File: src/rtl/lsq_pkg.sv
package lsq_pkg;

   // per-entry control flags
   typedef struct packed {
      logic vld;    // slot holds a live op
      logic st;     // op is a store
      logic brdy;   // base value captured
      logic drdy;   // store data captured (forced for loads)
      logic aok;    // effective address formed
      logic iss;    // request accepted by memory
      logic dn;     // memory completed the op
   } lsq_flags_t;

   // distance of a slot from the oldest slot in a ring of the given size
   function automatic int unsigned ring_age(int unsigned slot, int unsigned base,
                                            int unsigned depth);
      return (slot + depth - base) % depth;
   endfunction

endpackage

File: src/rtl/lsq_age_pick.sv
// Picks the first requesting slot walking forward from base (oldest first).
module lsq_age_pick #(
   parameter int N = 8
) (
   input  logic [N-1:0]         req,
   input  logic [$clog2(N)-1:0] base,
   output logic                 hit,
   output logic [$clog2(N)-1:0] sel
);
   localparam int IW = $clog2(N);

   always_comb begin
      hit = 1'b0;
      sel = base;
      for (int k = 0; k < N; k++) begin
         if (!hit && req[base + IW'(k)]) begin
            hit = 1'b1;
            sel = base + IW'(k);
         end
      end
   end
endmodule

File: src/rtl/lsq_hazard.sv
// Issue eligibility per slot under conservative memory disambiguation.
module lsq_hazard
   import lsq_pkg::*;
#(
   parameter int N = 8
) (
   input  logic [$clog2(N)-1:0] head,
   input  logic [N-1:0]         vld,
   input  logic [N-1:0]         st,
   input  logic [N-1:0]         aok,
   input  logic [N-1:0]         iss,
   input  logic [N-1:0]         dn,
   input  logic [N-1:0]         drdy,
   output logic [N-1:0]         elig
);
   localparam int IW = $clog2(N);

   for (genvar i = 0; i < N; i++) begin : g_slot
      logic older_blind;   // an older store still lacks its address
      always_comb begin
         older_blind = 1'b0;
         for (int j = 0; j < N; j++) begin
            if (vld[j] && st[j] && !aok[j] &&
                ring_age(j, int'(head), N) < ring_age(i, int'(head), N))
               older_blind = 1'b1;
         end
      end
      assign elig[i] = vld[i] && aok[i] && !iss[i] && !dn[i] &&
                       (st[i] ? (IW'(i) == head && drdy[i]) : !older_blind);
   end
endmodule

File: src/rtl/lsq_sched.sv
module lsq_sched
   import lsq_pkg::*;
#(
   parameter int DEPTH = 8,
   parameter int TAG_W = 6,
   parameter int VAL_W = 16,
   parameter int IMM_W = 12
) (
   input  logic                     clk,
   input  logic                     rst,
   input  logic                     alloc_valid,
   output logic                     alloc_ready,
   input  logic                     alloc_is_store,
   input  logic [TAG_W-1:0]         alloc_base_tag,
   input  logic [IMM_W-1:0]         alloc_imm,
   input  logic [TAG_W-1:0]         alloc_data_tag,
   input  logic                     wb_valid,
   input  logic [TAG_W-1:0]         wb_tag,
   input  logic [VAL_W-1:0]         wb_value,
   output logic                     mem_req_valid,
   input  logic                     mem_req_ready,
   output logic [$clog2(DEPTH)-1:0] mem_req_idx,
   output logic                     mem_req_store,
   output logic [VAL_W-1:0]         mem_req_addr,
   output logic [VAL_W-1:0]         mem_req_data,
   input  logic                     mem_resp_valid,
   input  logic [$clog2(DEPTH)-1:0] mem_resp_idx
);
   localparam int IW = $clog2(DEPTH);
   localparam int PW = IW + 1;

   // elaboration-time parameter checks
   if (DEPTH < 2 || (DEPTH & (DEPTH - 1)) != 0) begin : g_bad_depth
      $error("lsq_sched: DEPTH must be a power of two of at least 2");
   end
   if (TAG_W < 1 || VAL_W < 1 || IMM_W < 1 || IMM_W > VAL_W) begin : g_bad_width
      $error("lsq_sched: widths must be positive and IMM_W <= VAL_W");
   end

   // storage
   lsq_flags_t       flg     [DEPTH];
   logic [TAG_W-1:0] btag_q  [DEPTH];
   logic [TAG_W-1:0] dtag_q  [DEPTH];
   logic [IMM_W-1:0] imm_q   [DEPTH];
   logic [VAL_W-1:0] bval_q  [DEPTH];
   logic [VAL_W-1:0] dval_q  [DEPTH];
   logic [VAL_W-1:0] addr_q  [DEPTH];

   logic [PW-1:0] head, tail, occ, pop_n;
   logic [IW-1:0] head_i, tail_i, scan;
   logic          full, alloc_fire, stop;
   logic [DEPTH-1:0] vld_v, st_v, brdy_v, drdy_v, aok_v, iss_v, dn_v, pop_mask;

   assign head_i     = head[IW-1:0];
   assign tail_i     = tail[IW-1:0];
   assign occ        = tail - head;
   assign full       = (occ == PW'(DEPTH));
   assign alloc_ready = !full;
   assign alloc_fire = alloc_valid && !full;

   always_comb begin
      for (int i = 0; i < DEPTH; i++) begin
         vld_v[i]  = flg[i].vld;
         st_v[i]   = flg[i].st;
         brdy_v[i] = flg[i].brdy;
         drdy_v[i] = flg[i].drdy;
         aok_v[i]  = flg[i].aok;
         iss_v[i]  = flg[i].iss;
         dn_v[i]   = flg[i].dn;
      end
   end

   // retire: walk from the oldest slot over adjacent completed entries
   always_comb begin
      stop     = 1'b0;
      pop_n    = '0;
      pop_mask = '0;
      scan     = head_i;
      for (int k = 0; k < DEPTH; k++) begin
         scan = head_i + IW'(k);
         if (!stop && vld_v[scan] && dn_v[scan]) begin
            pop_mask[scan] = 1'b1;
            pop_n          = pop_n + PW'(1);
         end else begin
            stop = 1'b1;
         end
      end
   end

   // address generation: one shared adder for the oldest waiting entry
   logic             agen_hit;
   logic [IW-1:0]    agen_sel;
   logic [VAL_W-1:0] imm_ext, agen_sum;
   logic [IMM_W-1:0] agen_imm;

   lsq_age_pick #(.N(DEPTH)) u_agen_pick (
      .req  (vld_v & brdy_v & ~aok_v),
      .base (head_i),
      .hit  (agen_hit),
      .sel  (agen_sel)
   );

   assign agen_imm = imm_q[agen_sel];
   if (IMM_W == VAL_W) begin : g_imm_full
      assign imm_ext = agen_imm;
   end else begin : g_imm_sext
      assign imm_ext = {{(VAL_W - IMM_W){agen_imm[IMM_W-1]}}, agen_imm};
   end
   assign agen_sum = bval_q[agen_sel] + imm_ext;

   // issue selection
   logic [DEPTH-1:0] elig;
   logic             issue_hit, issue_fire;
   logic [IW-1:0]    issue_sel;

   lsq_hazard #(.N(DEPTH)) u_hazard (
      .head (head_i),
      .vld  (vld_v),
      .st   (st_v),
      .aok  (aok_v),
      .iss  (iss_v),
      .dn   (dn_v),
      .drdy (drdy_v),
      .elig (elig)
   );

   lsq_age_pick #(.N(DEPTH)) u_issue_pick (
      .req  (elig),
      .base (head_i),
      .hit  (issue_hit),
      .sel  (issue_sel)
   );

   assign issue_fire    = issue_hit && mem_req_ready;
   assign mem_req_valid = issue_hit;
   assign mem_req_idx   = issue_sel;
   assign mem_req_store = st_v[issue_sel];
   assign mem_req_addr  = addr_q[issue_sel];
   assign mem_req_data  = st_v[issue_sel] ? dval_q[issue_sel] : '0;

   // state update
   always_ff @(posedge clk) begin
      if (rst) begin
         head <= '0;
         tail <= '0;
         for (int i = 0; i < DEPTH; i++) flg[i] <= '0;
      end else begin
         head <= head + pop_n;
         tail <= tail + PW'(alloc_fire);
         for (int i = 0; i < DEPTH; i++) begin
            if (alloc_fire && tail_i == IW'(i)) begin
               flg[i].vld  <= 1'b1;
               flg[i].st   <= alloc_is_store;
               flg[i].brdy <= wb_valid && wb_tag == alloc_base_tag;
               flg[i].drdy <= !alloc_is_store || (wb_valid && wb_tag == alloc_data_tag);
               flg[i].aok  <= 1'b0;
               flg[i].iss  <= 1'b0;
               flg[i].dn   <= 1'b0;
               btag_q[i]   <= alloc_base_tag;
               dtag_q[i]   <= alloc_data_tag;
               imm_q[i]    <= alloc_imm;
               bval_q[i]   <= wb_value;
               dval_q[i]   <= wb_value;
            end else if (flg[i].vld) begin
               if (pop_mask[i]) flg[i].vld <= 1'b0;
               if (!flg[i].brdy && wb_valid && wb_tag == btag_q[i]) begin
                  flg[i].brdy <= 1'b1;
                  bval_q[i]   <= wb_value;
               end
               if (!flg[i].drdy && wb_valid && wb_tag == dtag_q[i]) begin
                  flg[i].drdy <= 1'b1;
                  dval_q[i]   <= wb_value;
               end
               if (agen_hit && agen_sel == IW'(i)) begin
                  flg[i].aok <= 1'b1;
                  addr_q[i]  <= agen_sum;
               end
               if (issue_fire && issue_sel == IW'(i)) flg[i].iss <= 1'b1;
               if (mem_resp_valid && mem_resp_idx == IW'(i) && flg[i].iss)
                  flg[i].dn <= 1'b1;
            end
         end
      end
   end
endmodule

File: config.mk
export PLATFORM = sky130hd
export DESIGN_NAME = lsq_sched
export DESIGN_NICKNAME = d
export VERILOG_FILES = /design/src/rtl/lsq_pkg.sv /design/src/rtl/lsq_age_pick.sv /design/src/rtl/lsq_hazard.sv /design/src/rtl/lsq_sched.sv
export SDC_FILE = /design/constraint.sdc
export NUM_CORES = 1
export LEC_CHECK = 0
export BUFFER_PORTS_ARGS = -buffer_cell sky130_fd_sc_hd__clkbuf_2
export CELL_PAD_IN_SITES_DETAIL_PLACEMENT = 1
export CELL_PAD_IN_SITES_GLOBAL_PLACEMENT = 2
export CORE_UTILIZATION = 40
export CTS_BUF_LIST = sky130_fd_sc_hd__clkbuf_4
export DETAILED_ROUTE_END_ITERATION = 10
export HOLD_SLACK_MARGIN = 0.03
export PLACE_DENSITY = 0.75
export SYNTH_ARGS = -nofsm -noshare
export SYNTH_HDL_FRONTEND = slang
export SYNTH_SLANG_ARGS = --single-unit
export TNS_END_PERCENT = 20
File: constraint.sdc
create_clock -name clk -period 8.2 [get_ports clk]
set_input_delay 1.64 -clock clk [delete_from_list [all_inputs] [get_ports clk]]
set_output_delay 1.64 -clock clk [all_outputs]
set_load 0.05 [all_outputs]
==> run_results.csv <==
group,metric,value,unit
outcome,status,"finished clean",
power_and_ir_drop,power_frac_seq,39.4,%
cts,htreeDepth,4,
power_and_ir_drop,power.switching,3.610,mW
setup_path,crit_slowest_cell,"mux4_2",
floorplan,die_h,279.2,µm
floorplan,coreArea,75950,µm²
placement,gp_routability_congestion,0.9079,
run,cap_violations,0,
sta,period_share,97.11,%
floorplan,dieArea,77940,µm²
drt,num_vias,20250,
yosys,async_flop_share,0,%
power_and_ir_drop,p_sw_share,34.65,%
setup_path,cp_top_family,"buffers and inverters",
yosys,synth_edf_count,632,
layout,final_nets,2530,
layout,final_util,47.09,%
hold_path,hold_class,"register to register",
cts,cts_tree,"built",
cts,path_clk_slew,0.06,ns
yosys,syn_avg_cell_area,14.12,µm²
setup_path,crit_start,"head[1]",
grt,antenna_found_initial,5,
drt,drc,0,
setup_path,critPathMaxFanout,23,
sta,finalMaxSlewViolations,0,
power_and_ir_drop,clockPowerShare,26.9,%
drt,ant_nets,0,
grt,grt_max_degree,43,
yosys,synth.area.top_cells,"edfxtp_1 (62%), mux4_2 (5.3%), mux2i_1 (4.4%), nand2_1 (2.8%), xor2_1 (2.2%)",
cts,clock-sinks,640,
power_and_ir_drop,p_int,6.808,mW
placement,hpwl,63160,µm
yosys,synth_ff_type,"edfxtp_1",
power_and_ir_drop,ir_drop,0.0001618,V
layout,fillers,7598,
cts,cts_made_buffers,170,
sta,worst_clock_skew,0.06968,ns
grt,first_global_vias,21190,
drt,routedWlPerCell,26.15,µm
grt,grt_pass1_wl,138000,µm
layout,drive_gt1_share,24.95,%
yosys,synth_top_area_cell,"edfxtp_1",
setup_path,worst-path-buf-inv,7,
cts,clk_path_buf_depth,3,
yosys,ys.warnings.count,0,
drt,drt-pass1-iter-count,6,
layout,fin_area,35760,µm²
grt,grt_usage,24.13,%
power_and_ir_drop,power_density,291.3,nW/µm²
yosys,synth_seq_cells,640,
sta,holdWs,0.5452,ns
yosys,synth.distinct_cells,101,
placement,postPlaceCellArea,33110,µm²
sta,setup_tns,0,ns
sta,hold_viol_final,0,
yosys,synth_top_area_share,61.75,%
setup_path,path_common_cell,"buf_4",
floorplan,start_util,40.47,%
setup_path,crit_path_start_kind,"register",
sta,fmax,0.1256,GHz
power_and_ir_drop,power_frac_comb,33.7,%
yosys,syn_area,30730,µm²
yosys,synth_cells,2177,
grt,overflow,0,
drt,wl,93370,µm
setup_path,critical_path.cell_chain,"inv_2, buf_4, ha_4, buf_4, nor2b_1, a211oi_2, a211o_1, o21ai_2, buf_4, mux4_2, nand2_2, and3_2, nand4_4, or2_1, o21a_4, bufinv_16, bufbuf_16, mux2i_1, a22o_1, nor3_2, buf_12",
placement,pre_cts_ws,0.2831,ns
yosys,synth_nets,2285,
setup_path,critical_path_arrival,6.32,ns
hold_path,hp-start,"tail[3]",
setup_path,critPathKind,"register to output port",
setup_path,r2r-start,"head[0]",
setup_path,slowest_delay,0.50,ns
yosys,ys_seq_area_share,62.27,%
cts,cts-root-buf,"clkbuf_4",
sta,worst_pin_slew,1.182,ns
sta,fin_ws,0.2367,ns
sta,max-slew-margin-rel,21.03,%
floorplan,dieWidth,279.2,µm
drt,vias_per_cell,5.671,
cts,clk_latency,1.03,ns
floorplan,ios,94,
floorplan,rows,101,
placement,portBuffers,93,
cts,cts_hold_buf,0,
layout,area_delta_synth_final,16.36,%
power_and_ir_drop,leakage,12.39,nW
drt,drt_iter0_drc,1469,
sta,min_period,7.963,ns
setup_path,required,6.56,ns
sta,setup_viol,0,
setup_path,cp-end-kind,"output port",
[worst register-to-register path: cells and delay by family (launching register included)]
family	cells	cell delay, ns
AO/OA/AOI/OAI	5	1.24
XOR/XNOR	4	0.76
adder cells (fa/ha/maj)	7	1.99
buffers and inverters	4	1.11
flip-flops	1	0.38
multiplexers	6	1.57
AND/OR/NAND/NOR	3	0.34
[Yosys cell counts (18+ instances only)]
cell type and instances:
clkbuf_1 51, nand2_1 233, nand2b_1 34, a22o_1 35
mux2i_1 135, a21oi_1 46, mux4_2 73, nor2_1 79
edfxtp_1 632, xor2_1 78, ha_1 50, o21ai_0 67
nand3_1 42, buf_2 24, xnor2_1 62, a32o_1 18
nor3_1 55, inv_1 55, nand3b_1 22
[stage by stage]
stage                     cells  power, mW
final                      3570      10.42
after floorplan            2177      6.185
after CTS                  3557      10.48
after global routing       3567      10.84
after detailed placement   3262      7.510
after global placement     3262      7.429
[power by group through the flow]
stage                     combinational [mW]  clock [mW]  sequential (mW)
after floorplan                         2.05           0             4.14
after global placement                  3.26           0             4.17
after detailed placement                3.33           0             4.18
after CTS                               3.49        2.88             4.11
after global routing                    3.70        3.03             4.11
final                                   3.51        2.80             4.11
[cells by family (layout without fill, tap and decap cells)]
kind of cell / count (synthesis) / count (layout) / share of synthesized area, %
flops: 640 / 640 / 62.27
xor+xnor: 143 / 143 / 4.149
buf+inv: 175 / 530 / 2.732
compound gates: 351 / 351 / 8.606
other cells: 0 / 7 / 0
mux: 219 / 219 / 10.19
fa+ha+maj: 52 / 52 / 2.166
simple gates: 597 / 598 / 9.889
[routing by layer]
| layer | track usage [%] | up-vias | share of wire, % |
|---|---|---|---|
| met5 | 0 | - | 0.040 |
| met1 | 32.74 | 10500 | 44 |
| met4 | 7.213 | 6 | 1.9 |
| met3 | 4.719 | 114 | 5.6 |
| met2 | 39.18 | 626 | 48 |
| li1 | - | 8998 | - |
[layout by cell type (no fill, tap or decap), types with 16 or more instances in the layout]
master / n
a32o_1: 18
xnor2_1: 61
mux4_2: 73
nand3b_1: 22
mux2i_1: 134
xor2_1: 78
inv_1: 55
nor2_1: 73
nor3_2: 23
a21oi_1: 43
nand4_1: 16
clkinv_1: 28
buf_12: 38
edfxtp_1: 632
o21ai_0: 64
buf_4: 75
ha_1: 46
nand2_1: 233
nand2b_1: 34
nor2b_1: 17
clkbuf_2: 60
nand3_1: 42
a22o_1: 35
nor3_1: 39
clkbuf_4: 236
[cell type report]
cell class	instances	area (µm²)	share of cell area [%]
Antenna cell	7	17.52	0.04898
Clock buffer	236	1772	4.954
Clock inverter	47	362.8	1.015
Inverter	64	272.8	0.7627
Multi-Input combinational cell	1363	11130	31.13
Sequential cell	640	19140	53.52
Tap cell	1030	1289	3.604
Timing Repair Buffer	182	1765	4.937
Timing Repair inverter	1	8.758	0.02449
[state kept, by name (all words and copies together) (netlist names)]
name	cells
head	4
dval_q	128
dtag_q	48
btag_q	48
bval_q	128
tail	4
flg	56
imm_q	96
addr_q	128
[path summary, 6_finish.rpt]
kind,depth (start not counted),endpoint,slack (ns)
hold reg to reg,2,tail[3],0.55
setup / recovery,21,mem_req_data[9],0.24
setup reg to reg,29,head[3],0.66
hold / removal,2,tail[3],0.55
[timing repair]
action                     4_1_cts  5_1_grt
resized for setup               36       21
setup endpoints to repair       33       33
gates cloned                     3        0
pin swaps                        6        6
setup buffers                    9        6
No activity file was read; power rests on OpenSTA's default activity.
